===== config.mk =====
export PLATFORM = sky130hd
export DESIGN_NAME = fold_rename_table
export DESIGN_NICKNAME = d
export VERILOG_FILES = /design/src/rtl/frt_pkg.sv /design/src/rtl/frt_free_fifo.sv /design/src/rtl/frt_map_table.sv /design/src/rtl/frt_flag_hold.sv /design/src/rtl/fold_rename_table.sv
export SDC_FILE = /design/constraint.sdc
export NUM_CORES = 1
export LEC_CHECK = 0
export BUFFER_PORTS_ARGS = -buffer_cell sky130_fd_sc_hd__buf_2
export CORE_MARGIN = 2
export CORE_UTILIZATION = 49
export CTS_CLUSTER_DIAMETER = 80
export DETAILED_ROUTE_END_ITERATION = 12
export GPL_ROUTABILITY_DRIVEN = 0
export PLACE_DENSITY = 0.76
export SLEW_MARGIN = 20
export SYNTH_ARGS = -nofsm -noshare
export SYNTH_HDL_FRONTEND = slang
export SYNTH_HIERARCHICAL = 1
export SYNTH_SLANG_ARGS = --single-unit

===== constraint.sdc =====
create_clock -name clk -period 5.8 [get_ports clk]
set_input_delay 0 -clock clk [delete_from_list [all_inputs] [get_ports clk]]
set_output_delay 0 -clock clk [all_outputs]
set_load 0.02 [all_outputs]

===== src/rtl/frt_pkg.sv =====
package frt_pkg;
    localparam int FRT_ARCH_REGS_DEFAULT = 16;
    localparam int FRT_PHYS_REGS_DEFAULT = 48;

    // Number of registers entering the free list in one cycle.
    function automatic int frt_push_count(input logic a, input logic b);
        return int'(a) + int'(b);
    endfunction
endpackage


===== src/rtl/frt_free_fifo.sv =====
module frt_free_fifo #(
    parameter int ARCH_REGS = frt_pkg::FRT_ARCH_REGS_DEFAULT,
    parameter int PHYS_REGS = frt_pkg::FRT_PHYS_REGS_DEFAULT
) (
    input  logic                         clk,
    input  logic                         rst_n,
    input  logic                         pop,
    input  logic                         push0_valid,
    input  logic [$clog2(PHYS_REGS)-1:0] push0_idx,
    input  logic                         push1_valid,
    input  logic [$clog2(PHYS_REGS)-1:0] push1_idx,
    output logic [$clog2(PHYS_REGS)-1:0] head_idx,
    output logic                         empty
);
    localparam int PW    = $clog2(PHYS_REGS);
    localparam int DEPTH = PHYS_REGS;
    localparam int CW    = $clog2(DEPTH + 1);
    localparam int INIT  = PHYS_REGS - ARCH_REGS;

    typedef struct packed {
        logic [PW-1:0] head;
        logic [PW-1:0] tail;
        logic [CW-1:0] count;
    } fifo_st_t;

    fifo_st_t      st_d, st_q;
    logic [PW-1:0] mem_d [DEPTH];
    logic [PW-1:0] mem_q [DEPTH];

    function automatic logic [PW-1:0] wrap_inc(input logic [PW-1:0] p);
        return (p == PW'(DEPTH - 1)) ? '0 : p + 1'b1;
    endfunction

    always_comb begin
        logic [PW-1:0] wp;
        st_d  = st_q;
        mem_d = mem_q;
        wp    = st_q.tail;
        if (push0_valid) begin
            mem_d[wp] = push0_idx;
            wp        = wrap_inc(wp);
        end
        if (push1_valid) begin
            mem_d[wp] = push1_idx;
            wp        = wrap_inc(wp);
        end
        st_d.tail = wp;
        if (pop) st_d.head = wrap_inc(st_q.head);
        st_d.count = st_q.count + CW'(frt_pkg::frt_push_count(push0_valid, push1_valid))
                   - CW'(pop);
    end

    always_ff @(posedge clk) begin
        if (!rst_n) begin
            st_q.head  <= '0;
            st_q.tail  <= PW'(INIT);
            st_q.count <= CW'(INIT);
            for (int i = 0; i < DEPTH; i++)
                mem_q[i] <= (i < INIT) ? PW'(ARCH_REGS + i) : '0;
        end else begin
            st_q  <= st_d;
            mem_q <= mem_d;
        end
    end

    assign head_idx = mem_q[st_q.head];
    assign empty    = (st_q.count == '0);


    pop_when_empty_chk: assert property (@(posedge clk) disable iff (!rst_n)
        pop |-> (st_q.count != '0));


    no_overflow_chk: assert property (@(posedge clk) disable iff (!rst_n)
        st_q.count <= CW'(DEPTH));
endmodule


===== src/rtl/frt_map_table.sv =====
module frt_map_table #(
    parameter int ARCH_REGS = frt_pkg::FRT_ARCH_REGS_DEFAULT,
    parameter int PHYS_REGS = frt_pkg::FRT_PHYS_REGS_DEFAULT
) (
    input  logic                         clk,
    input  logic                         rst_n,
    input  logic [$clog2(ARCH_REGS)-1:0] rd_a,
    input  logic [$clog2(ARCH_REGS)-1:0] rd_b,
    input  logic [$clog2(ARCH_REGS)-1:0] rd_dst,
    input  logic                         wr_en,
    input  logic                         wr_flags,
    input  logic [$clog2(PHYS_REGS)-1:0] wr_phys,
    output logic [$clog2(PHYS_REGS)-1:0] phys_a,
    output logic [$clog2(PHYS_REGS)-1:0] phys_b,
    output logic [$clog2(PHYS_REGS)-1:0] phys_dst_old,
    output logic [$clog2(PHYS_REGS)-1:0] phys_flags
);
    localparam int PW = $clog2(PHYS_REGS);

    logic [PW-1:0] map_d [ARCH_REGS];
    logic [PW-1:0] map_q [ARCH_REGS];
    logic [PW-1:0] flags_d, flags_q;

    always_comb begin
        map_d   = map_q;
        flags_d = flags_q;
        if (wr_en) begin
            map_d[rd_dst] = wr_phys;
            if (wr_flags) flags_d = wr_phys;
        end
    end

    always_ff @(posedge clk) begin
        if (!rst_n) begin
            for (int i = 0; i < ARCH_REGS; i++) map_q[i] <= PW'(i);
            flags_q <= '0;
        end else begin
            map_q   <= map_d;
            flags_q <= flags_d;
        end
    end

    // Reads see the table as it stood before this cycle's write.
    assign phys_a       = map_q[rd_a];
    assign phys_b       = map_q[rd_b];
    assign phys_dst_old = map_q[rd_dst];
    assign phys_flags   = flags_q;


    dst_remap_chk: assert property (@(posedge clk) disable iff (!rst_n)
        wr_en |=> (phys_a == $past(wr_phys)) || (rd_a != $past(rd_dst)));


    flags_hold_chk: assert property (@(posedge clk) disable iff (!rst_n)
        !(wr_en && wr_flags) |=> $stable(phys_flags));
endmodule


===== src/rtl/frt_flag_hold.sv =====
module frt_flag_hold #(
    parameter int PHYS_REGS = frt_pkg::FRT_PHYS_REGS_DEFAULT
) (
    input  logic                         clk,
    input  logic                         rst_n,
    input  logic                         cmt_valid,
    input  logic [$clog2(PHYS_REGS)-1:0] cmt_phys,
    input  logic [$clog2(PHYS_REGS)-1:0] flags_phys,
    input  logic                         flag_move,
    output logic                         rel_valid,
    output logic [$clog2(PHYS_REGS)-1:0] rel_phys,
    output logic                         dir_valid,
    output logic [$clog2(PHYS_REGS)-1:0] dir_phys
);
    logic [PHYS_REGS-1:0] pend_d, pend_q;
    logic                 hold;

    always_comb begin
        pend_d    = pend_q;
        rel_valid = flag_move && pend_q[flags_phys];
        rel_phys  = flags_phys;
        if (rel_valid) pend_d[flags_phys] = 1'b0;
        hold      = cmt_valid && (cmt_phys == flags_phys) && !flag_move;
        if (hold) pend_d[cmt_phys] = 1'b1;
        dir_valid = cmt_valid && !hold;
        dir_phys  = cmt_phys;
    end

    always_ff @(posedge clk) begin
        if (!rst_n) pend_q <= '0;
        else        pend_q <= pend_d;
    end


    pending_onehot_chk: assert property (@(posedge clk) disable iff (!rst_n)
        $onehot0(pend_q));


    pending_is_flags_chk: assert property (@(posedge clk) disable iff (!rst_n)
        (pend_q != '0) |-> pend_q[flags_phys]);
endmodule


===== src/rtl/fold_rename_table.sv =====
module fold_rename_table #(
    parameter int ARCH_REGS = frt_pkg::FRT_ARCH_REGS_DEFAULT,
    parameter int PHYS_REGS = frt_pkg::FRT_PHYS_REGS_DEFAULT
) (
    input  logic                         clk,
    input  logic                         rst_n,
    input  logic                         ren_valid,
    input  logic [$clog2(ARCH_REGS)-1:0] ren_src_a,
    input  logic [$clog2(ARCH_REGS)-1:0] ren_src_b,
    input  logic [$clog2(ARCH_REGS)-1:0] ren_dst,
    input  logic                         ren_wr_flags,
    input  logic                         cmt_valid,
    input  logic [$clog2(PHYS_REGS)-1:0] cmt_phys,
    output logic                         ren_ready,
    output logic [$clog2(PHYS_REGS)-1:0] ren_src_a_phys,
    output logic [$clog2(PHYS_REGS)-1:0] ren_src_b_phys,
    output logic [$clog2(PHYS_REGS)-1:0] ren_flags_phys,
    output logic [$clog2(PHYS_REGS)-1:0] ren_dst_phys,
    output logic [$clog2(PHYS_REGS)-1:0] ren_prev_phys
);
    localparam int PW = $clog2(PHYS_REGS);

    logic          fl_empty;
    logic          fire;
    logic          flag_move;
    logic          rel_valid, dir_valid;
    logic [PW-1:0] rel_phys, dir_phys;

    assign ren_ready = !fl_empty;
    assign fire      = ren_valid && !fl_empty;
    assign flag_move = fire && ren_wr_flags;

    frt_free_fifo #(.ARCH_REGS(ARCH_REGS), .PHYS_REGS(PHYS_REGS)) u_free (
        .clk        (clk),
        .rst_n      (rst_n),
        .pop        (fire),
        .push0_valid(rel_valid),
        .push0_idx  (rel_phys),
        .push1_valid(dir_valid),
        .push1_idx  (dir_phys),
        .head_idx   (ren_dst_phys),
        .empty      (fl_empty)
    );

    frt_map_table #(.ARCH_REGS(ARCH_REGS), .PHYS_REGS(PHYS_REGS)) u_map (
        .clk         (clk),
        .rst_n       (rst_n),
        .rd_a        (ren_src_a),
        .rd_b        (ren_src_b),
        .rd_dst      (ren_dst),
        .wr_en       (fire),
        .wr_flags    (ren_wr_flags),
        .wr_phys     (ren_dst_phys),
        .phys_a      (ren_src_a_phys),
        .phys_b      (ren_src_b_phys),
        .phys_dst_old(ren_prev_phys),
        .phys_flags  (ren_flags_phys)
    );

    frt_flag_hold #(.PHYS_REGS(PHYS_REGS)) u_hold (
        .clk       (clk),
        .rst_n     (rst_n),
        .cmt_valid (cmt_valid),
        .cmt_phys  (cmt_phys),
        .flags_phys(ren_flags_phys),
        .flag_move (flag_move),
        .rel_valid (rel_valid),
        .rel_phys  (rel_phys),
        .dir_valid (dir_valid),
        .dir_phys  (dir_phys)
    );


    fresh_dst_chk: assert property (@(posedge clk) disable iff (!rst_n)
        fire |-> (ren_dst_phys != ren_src_a_phys) && (ren_dst_phys != ren_src_b_phys)
                 && (ren_dst_phys != ren_prev_phys));


    flags_follow_chk: assert property (@(posedge clk) disable iff (!rst_n)
        flag_move |=> (ren_flags_phys == $past(ren_dst_phys)));
endmodule


Yosys cells after proc, flatten, opt, wreduce, memory -nomap -nowiden
Cells that the tools add are included.
Storage, ports and cells
  register bits: 456
  logic and storage cells: 153
  bits of input ports: 23
Operators by class
  eq/ne operators: 4
  muxes and demuxes: 36
  magnitude comparators: 13
  bitwise logic cells: 9
  reductions and logical operators: 16
  add/sub/neg operators: 6
Operator list (count)
  $bwmux W288: 2
  $mux W288: 2
  $bwmux W96: 1
  $mux W48: 2
  $mux W6: 16
  $bmux W6 S4: 3
  $demux W6 S6: 2
  $and A48 B48 Y48: 1
  $not A48 Y48: 1
  $or A48 B48 Y48: 1
  $bmux W6 S6: 1
  $demux W6 S4: 1
  $ge A7 B7 Y1 const B: 3
  $not A6 Y7: 3
  $add A6 B1 Y6 const B: 3
  $eq A6 B6 Y1 const B: 3
  $ge A5 B5 Y1 const B: 3
  $not A4 Y5: 3
  $lt A6 B7 Y1 const B: 2
  $lt A7 B1 Y1 const B: 2
  $demux W1 S6: 2
  $ge A6 B1 Y1 const B: 2
  $logic_and A1 B1 Y1: 11
  $add A6 B6 Y6: 1
  9 further kinds: 13

Logic depth before layout (Yosys ltp)
  word-level depth: 13
  gate-level depth with buffers: 18
  mapped depth without buffers: 16

Modules after synthesis
Netlist, hierarchy kept.
Modules (own cells, without submodules)
  frt_free_fifo: sequential area each 6125.9 sq um, area each 18001.0 sq um, cells each 1878, times used 1
  frt_map_table: sequential area each 2042.0 sq um, area each 6413.7 sq um, cells each 648, times used 1
  frt_flag_hold: sequential area each 960.9 sq um, area each 2776.4 sq um, cells each 317, times used 1
  fold_rename_table: sequential area each 0.0 sq um, area each 18.8 sq um, cells each 3, times used 1

Worst setup path before layout
OpenSTA, ideal clock, no wires.
  path type: reg-to-reg
  start: register u_free/st_q[4] in the netlist's numbering
  end: register u_free/st_q[5] in the netlist's numbering
  stages on the path, launching flop included: 18
  period minus slack after synthesis: 3928 ps
  buffers on the path: 1
  slack: 1872 ps
  arrival: 3807 ps
  data required time: 5679 ps
  cell sequence: dfxtp_1 inv_1 ha_1 nor4bb_1 and3b_1 nor2b_1 nor3b_2 a21boi_0 inv_1 buf_1 ha_1 inv_1 fa_1 a21o_1 a21oi_1 o21bai_1 a21oi_1 mux2_2
Between the ends
  word-level cells in the longest chain between the ends: 11
  elaborated cells between the ends (all ways): 12
  classes of those cells: add/sub: 3; reduce/logical: 9
RTL lines
  from (decl): RTL line frt_free_fifo.sv:26  | fifo_st_t st_d, st_q;
  from (signal assigned): RTL line frt_free_fifo.sv:61  | st_q <= st_d;
  $logic_not A6 Y1: RTL line frt_free_fifo.sv:67  | assign empty = (st_q.count == '0);
  named net fl_empty: RTL line fold_rename_table.sv:23  | logic fl_empty;
  $logic_not A1 Y1: RTL line fold_rename_table.sv:30  | assign fire = ren_valid && !fl_empty;
  $logic_and A1 B1 Y1: RTL line fold_rename_table.sv:30
  $logic_and A1 B1 Y1: RTL line fold_rename_table.sv:31  | assign flag_move = fire && ren_wr_flags;
  named net flag_move: RTL line fold_rename_table.sv:25  | logic flag_move;
  $logic_not A1 Y1: RTL line frt_flag_hold.sv:23  | hold = cmt_valid && (cmt_phys == flags_phys) && !flag_move;
  $logic_and A1 B1 Y1: RTL line frt_flag_hold.sv:23
  $logic_not A1 Y1: RTL line frt_flag_hold.sv:25  | dir_valid = cmt_valid && !hold;
  $logic_and A1 B1 Y1: RTL line frt_flag_hold.sv:25
  named net dir_valid: RTL line fold_rename_table.sv:26  | logic rel_valid, dir_valid;
  $add A1 B1 Y2: RTL line frt_pkg.sv:7  | return int'(a) + int'(b);
  $add A6 B6 Y6: RTL line frt_free_fifo.sv:49  | st_d.count = st_q.count + CW'(frt_pkg::frt_push_count(push0_valid, push1_valid))
  $sub A6 B1 Y6: RTL line frt_free_fifo.sv:50  | - CW'(pop);
The timed path passes the listed nets, and every way through them passes these cells.
A chain may end at the register's enable or synchronous reset.

Worst setup path in the final report
  start: register u_map.flags_q[0], in the netlist u_map/phys_flags[0]
  end: register u_free/mem_q[36] in the netlist's numbering
Between the ends
  word-level cells in the longest chain between the ends: 11
  elaborated cells between the ends (all ways): 19
  classes of those cells: order compare: 2; eq/ne: 1; mux: 9; bitwise: 1; reduce/logical: 6
RTL lines
  from (decl): RTL line frt_map_table.sv:22  | logic [PW-1:0] flags_d, flags_q;
  from (signal assigned): RTL line frt_map_table.sv:39  | flags_q <= flags_d;
  $bmux W1 S6 (*): RTL line frt_flag_hold.sv:20  | rel_valid = flag_move && pend_q[flags_phys];
  $mux W1 (implied by the code) (*): RTL line frt_flag_hold.sv:20
  $logic_and A1 B1 Y1 (*): RTL line frt_flag_hold.sv:20
  named net rel_valid: RTL line fold_rename_table.sv:26
  $mux W6: RTL line frt_free_fifo.sv:39  | if (push0_valid) begin
  $not A6 Y7 (implied by the code): RTL line frt_free_fifo.sv:44  | mem_d[wp] = push1_idx;
  $ge A7 B7 Y1 (implied by the code) or $lt A7 B1 Y1 (tied branches): RTL line frt_free_fifo.sv:44
  $logic_and A1 B1 Y1 (implied by the code): RTL line frt_free_fifo.sv:44
  $mux W6 (implied by the code): RTL line frt_free_fifo.sv:44
  $demux W6 S6: RTL line frt_free_fifo.sv:44
  $bwmux W288: RTL line frt_free_fifo.sv:44
  $mux W288 (*): RTL line frt_free_fifo.sv:43  | if (push1_valid) begin
  to (signal, indexed assignment): RTL line frt_free_fifo.sv:59  | mem_q[i] <= (i < INIT) ? PW'(ARCH_REGS + i) : '0;
  to (signal assigned): RTL line frt_free_fifo.sv:62  | mem_q <= mem_d;
  to (decl): RTL line frt_free_fifo.sv:28  | logic [PW-1:0] mem_q [DEPTH];
The timed path passes the listed nets; every way through them passes the cells marked *. The select of a mux whose other input is x is not followed.

==> results.json <==
{
  "status": "completed",
  "power_density_nw_per_um2": 261.7,
  "syn_area_sq_um": 27210,
  "antenna_left": 0,
  "async_flop_share": 0,
  "hold-worst-slack_ns": 0.08083,
  "p_total_mw": 7.712,
  "swShare": 0.2701,
  "dr_total_vias": 24050,
  "hold_class": "in -> reg",
  "track_usage": 0.2936,
  "synth_edf_count": 0,
  "port_buffers": 53,
  "root_buffer": "clkbuf_16",
  "rr_worst_depth": 11,
  "r2r_end": "u_free/mem_q[36]",
  "area_growth_pct": 8.282,
  "synthCells": 2846,
  "cts_tree": "built",
  "p_leak_nw": 12.45,
  "fp.dieW_um": 239.7,
  "startpoint": "u_map/phys_flags[0]",
  "yosysSeqAreaShare": 0.3355,
  "gr-total-overflow": 0,
  "yosys_most_used_dff": "dfxtp_1",
  "finalCriticalPeriod_ns": 4.954,
  "fin_nets": 2748,
  "period_share": 0.8541,
  "dpl.hpwl_um": 53240,
  "reg2reg_slack_ns": 0.85,
  "clkTransAtPathRegs_ns": 0.06,
  "p_seq_frac": 0.426,
  "drive_gt1_frac": 0.2030,
  "cts_buffer_depth": 3,
  "clock-sinks": 456,
  "worstPathArrival_ns": 5.46,
  "synth_cell_types": 82,
  "relSlewSlack": 0.2397,
  "intPower_mw": 5.629,
  "endpoint_kind": "register",
  "cp-start-kind": "register",
  "endpoint": "u_free/mem_q[36]",
  "cts_made_buffers": 51,
  "clock_skew_ns": 0.06163,
  "io_pins": 54,
  "setup_viol": 0,
  "postSynthAreaPerCell_sq_um": 9.561,
  "initial_core_util": 0.4949,
  "route.detailed.drc": 0,
  "clk_latency_ns": 0.64,
  "drt_iter0_markers": 3257,
  "rr_startpoint": "u_map/phys_flags[0]",
  "critPathKind": "reg -> reg",
  "power.share.clock": 0.458,
  "grt_start_max_net_pins": 230,
  "required_ns": 6.30,
  "first_pass_iters": 6,
  "cts_resized": 0,
  "p_sw_mw": 2.083,
  "via_per_inst": 6.868,
  "grt_pass1_vias": 23480,
  "fmax_mhz": 201.9,
  "hold_viol": 0,
  "maxCapViolations": 0,
  "min_delay_path_depth": 5,
  "tns_ns": 0,
  "ys_ff_latch": 456,
  "diodes": 0,
  "rsz0062_at_grt": "no",
  "comb_power_share": 0.116,
  "cp_max_fo": 22,
  "die_area_sq_um": 57430,
  "ys_warn_count": 6,
  "ir_worst_vdd_uv": 190.5,
  "coreArea_sq_um": 54990,
  "wl_um": 86410,
  "row_count": 86,
  "antenna_found_initial": 0,
  "syn_nets": 2881,
  "grt_pass1_wl_um": 132600,
  "die_h_um": 239.7,
  "finalMaxSlewViolations": 0,
  "worstMarginPinSlew_ns": 1.138,
  "wl_per_cell_um": 24.67,
  "h-tree-depth": 2
}
## what timing repair did
item	CTS	global route
setup endpoints to repair	0	0
hold endpoints to repair	44	0
buffers inserted	0	0
hold buffers	10	0
## cell families (layout without fill, tap and decap cells)
logic type | count (synthesis) | count (layout) | synth area share
DFF | 456 | 456 | 0.3355
buffers and inverters | 320 | 228 | 0.05523
adders and majority gates | 12 | 12 | 0.006070
muxes | 553 | 553 | 0.2815
xor gates and xnor gates | 18 | 18 | 0.006345
and+or+nand+nor | 951 | 951 | 0.1721
AOI/OAI and AO/OA | 536 | 536 | 0.1433
## critical path, cell delays in order (launching register included)
cell and delay [ns]:
dfxtp_2 0.54, nor2b_1 0.54, a22oi_1 0.18, a21oi_1 0.20, nor2_1 0.06, a2111oi_0 0.45, o21a_1 0.33, buf_4 0.31
or3b_4 0.44, a2111oi_4 1.01, nand4_2 0.42, o211a_1 0.34
## cell type report
cell class	count	area [sq um]
clock inverter	23	379.1
sequential	456	9148
timing repair buffer	121	848.3
fill	4665	25520
inverter	13	48.80
tap	748	935.9
multi-input combinational	2070	16650
clock buffer	71	1451
## flip-flops by register name, indices dropped and copies added (netlist names)
register          flops
u_map/map_q          96
u_hold/pend_q        48
u_free/mem_q        288
u_map/phys_flags      6
u_free/st_q          18
## per-layer routing
metal | vias to the layer above | wire, um | track usage
met2 | 1662 | 39160 | 0.4615
met4 | 0 | 4436 | 0.1545
met1 | 11730 | 32520 | 0.3697
li1 | 10300 | - | -
met5 | - | 0 | 0
met3 | 360 | 10290 | 0.07710
## cells in the mapped netlist, types with 13 or more instances
cell type / count / share of area
a21boi_1: 64 / 0.018
a22oi_1: 55 / 0.015
a31oi_1: 54 / 0.012
a32oi_1: 22 / 0.0071
and2_1: 19 / 0.0044
and3_1: 45 / 0.010
buf_1: 16 / 0.0022
buf_2: 74 / 0.014
buf_4: 15 / 0.0041
clkbuf_1: 186 / 0.026
dfxtp_1: 456 / 0.34
mux2_2: 174 / 0.072
mux2i_1: 233 / 0.086
mux4_1: 21 / 0.020
mux4_2: 125 / 0.10
nand2_1: 394 / 0.054
nand3_1: 297 / 0.055
nand4_1: 15 / 0.0034
nand4_2: 13 / 0.0060
nor2_1: 56 / 0.0077
nor2b_1: 34 / 0.0078
o211a_1: 88 / 0.032
o211ai_1: 17 / 0.0047
o21ai_0: 115 / 0.021
o21ai_1: 52 / 0.0096
## how the worst min path moves through the flow
stage | start | to | slack, ns
2_1_floorplan | ren_wr_flags | u_map/phys_flags[3] | 0.17
3_3_place_gp | ren_wr_flags | u_map/phys_flags[4] | 0.38
3_5_place_dp | ren_wr_flags | u_map/phys_flags[2] | 0.39
4_1_cts | cmt_phys[0] | u_free/mem_q[120] | 0.05
5_1_grt | ren_dst[3] | u_map/map_q[80] | 0.07
6_report | ren_dst[3] | u_map/map_q[92] | 0.08
## layout by cell type (no fill, tap or decap), types with 6 or more instances in the layout
| cell | synthesis | final |
|---|---|---|
| nand4_1 | 15 | 15 |
| clkinv_2 | 0 | 8 |
| xnor2_1 | 11 | 11 |
| and2_1 | 19 | 19 |
| clkbuf_16 | 0 | 51 |
| mux4_2 | 125 | 125 |
| mux2_2 | 174 | 174 |
| a21boi_1 | 64 | 64 |
| nor2b_1 | 34 | 33 |
| inv_1 | 12 | 12 |
| and3_1 | 45 | 45 |
| a31oi_1 | 54 | 54 |
| a21oi_1 | 11 | 11 |
| nand3_1 | 297 | 297 |
| a22oi_1 | 55 | 55 |
| dfxtp_1 | 456 | 447 |
| mux4_1 | 21 | 21 |
| a32oi_1 | 22 | 22 |
| o21ai_0 | 115 | 112 |
| clkbuf_1 | 186 | 10 |
| o211a_1 | 88 | 88 |
| or3_1 | 9 | 9 |
| bufinv_16 | 0 | 8 |
| clkbuf_8 | 0 | 10 |
| nand4_2 | 13 | 13 |
| mux2i_1 | 233 | 233 |
| nand3b_1 | 8 | 8 |
| o211ai_1 | 17 | 17 |
| o21ai_1 | 52 | 55 |
| nor2_1 | 56 | 56 |
| buf_2 | 74 | 52 |
| a21boi_0 | 10 | 10 |
| nand2_1 | 394 | 393 |
| ha_1 | 10 | 10 |
| dfxtp_2 | 0 | 6 |
| a211oi_1 | 8 | 8 |
| and3b_1 | 7 | 7 |
| nand2b_1 | 12 | 11 |
| buf_4 | 15 | 55 |
| dlygate4sd3_1 | 0 | 10 |
## power groups by stage
| stage | clock, mW | sequential, mW | combinational [mW] |
|---|---|---|---|
| floorplan | 0 | 3.26 | 0.691 |
| global placement | 0 | 3.35 | 0.838 |
| detailed placement | 0 | 3.35 | 0.860 |
| CTS | 3.55 | 3.28 | 0.869 |
| global route | 3.69 | 3.29 | 0.940 |
| finish | 3.53 | 3.28 | 0.897 |
## through the flow
stage	instances	utilization	worst slack (ns)	instance area, sq um
floorplan	2846	-	1.872	27210
global placement	3398	0.5006	1.158	27530
detailed placement	3398	0.5007	0.9948	27530
CTS	3502	0.5358	0.9444	29460
global route	3502	0.5358	0.5873	29460
finish	3502	0.5358	0.8464	29460
Power figures use the tool's default switching activity.
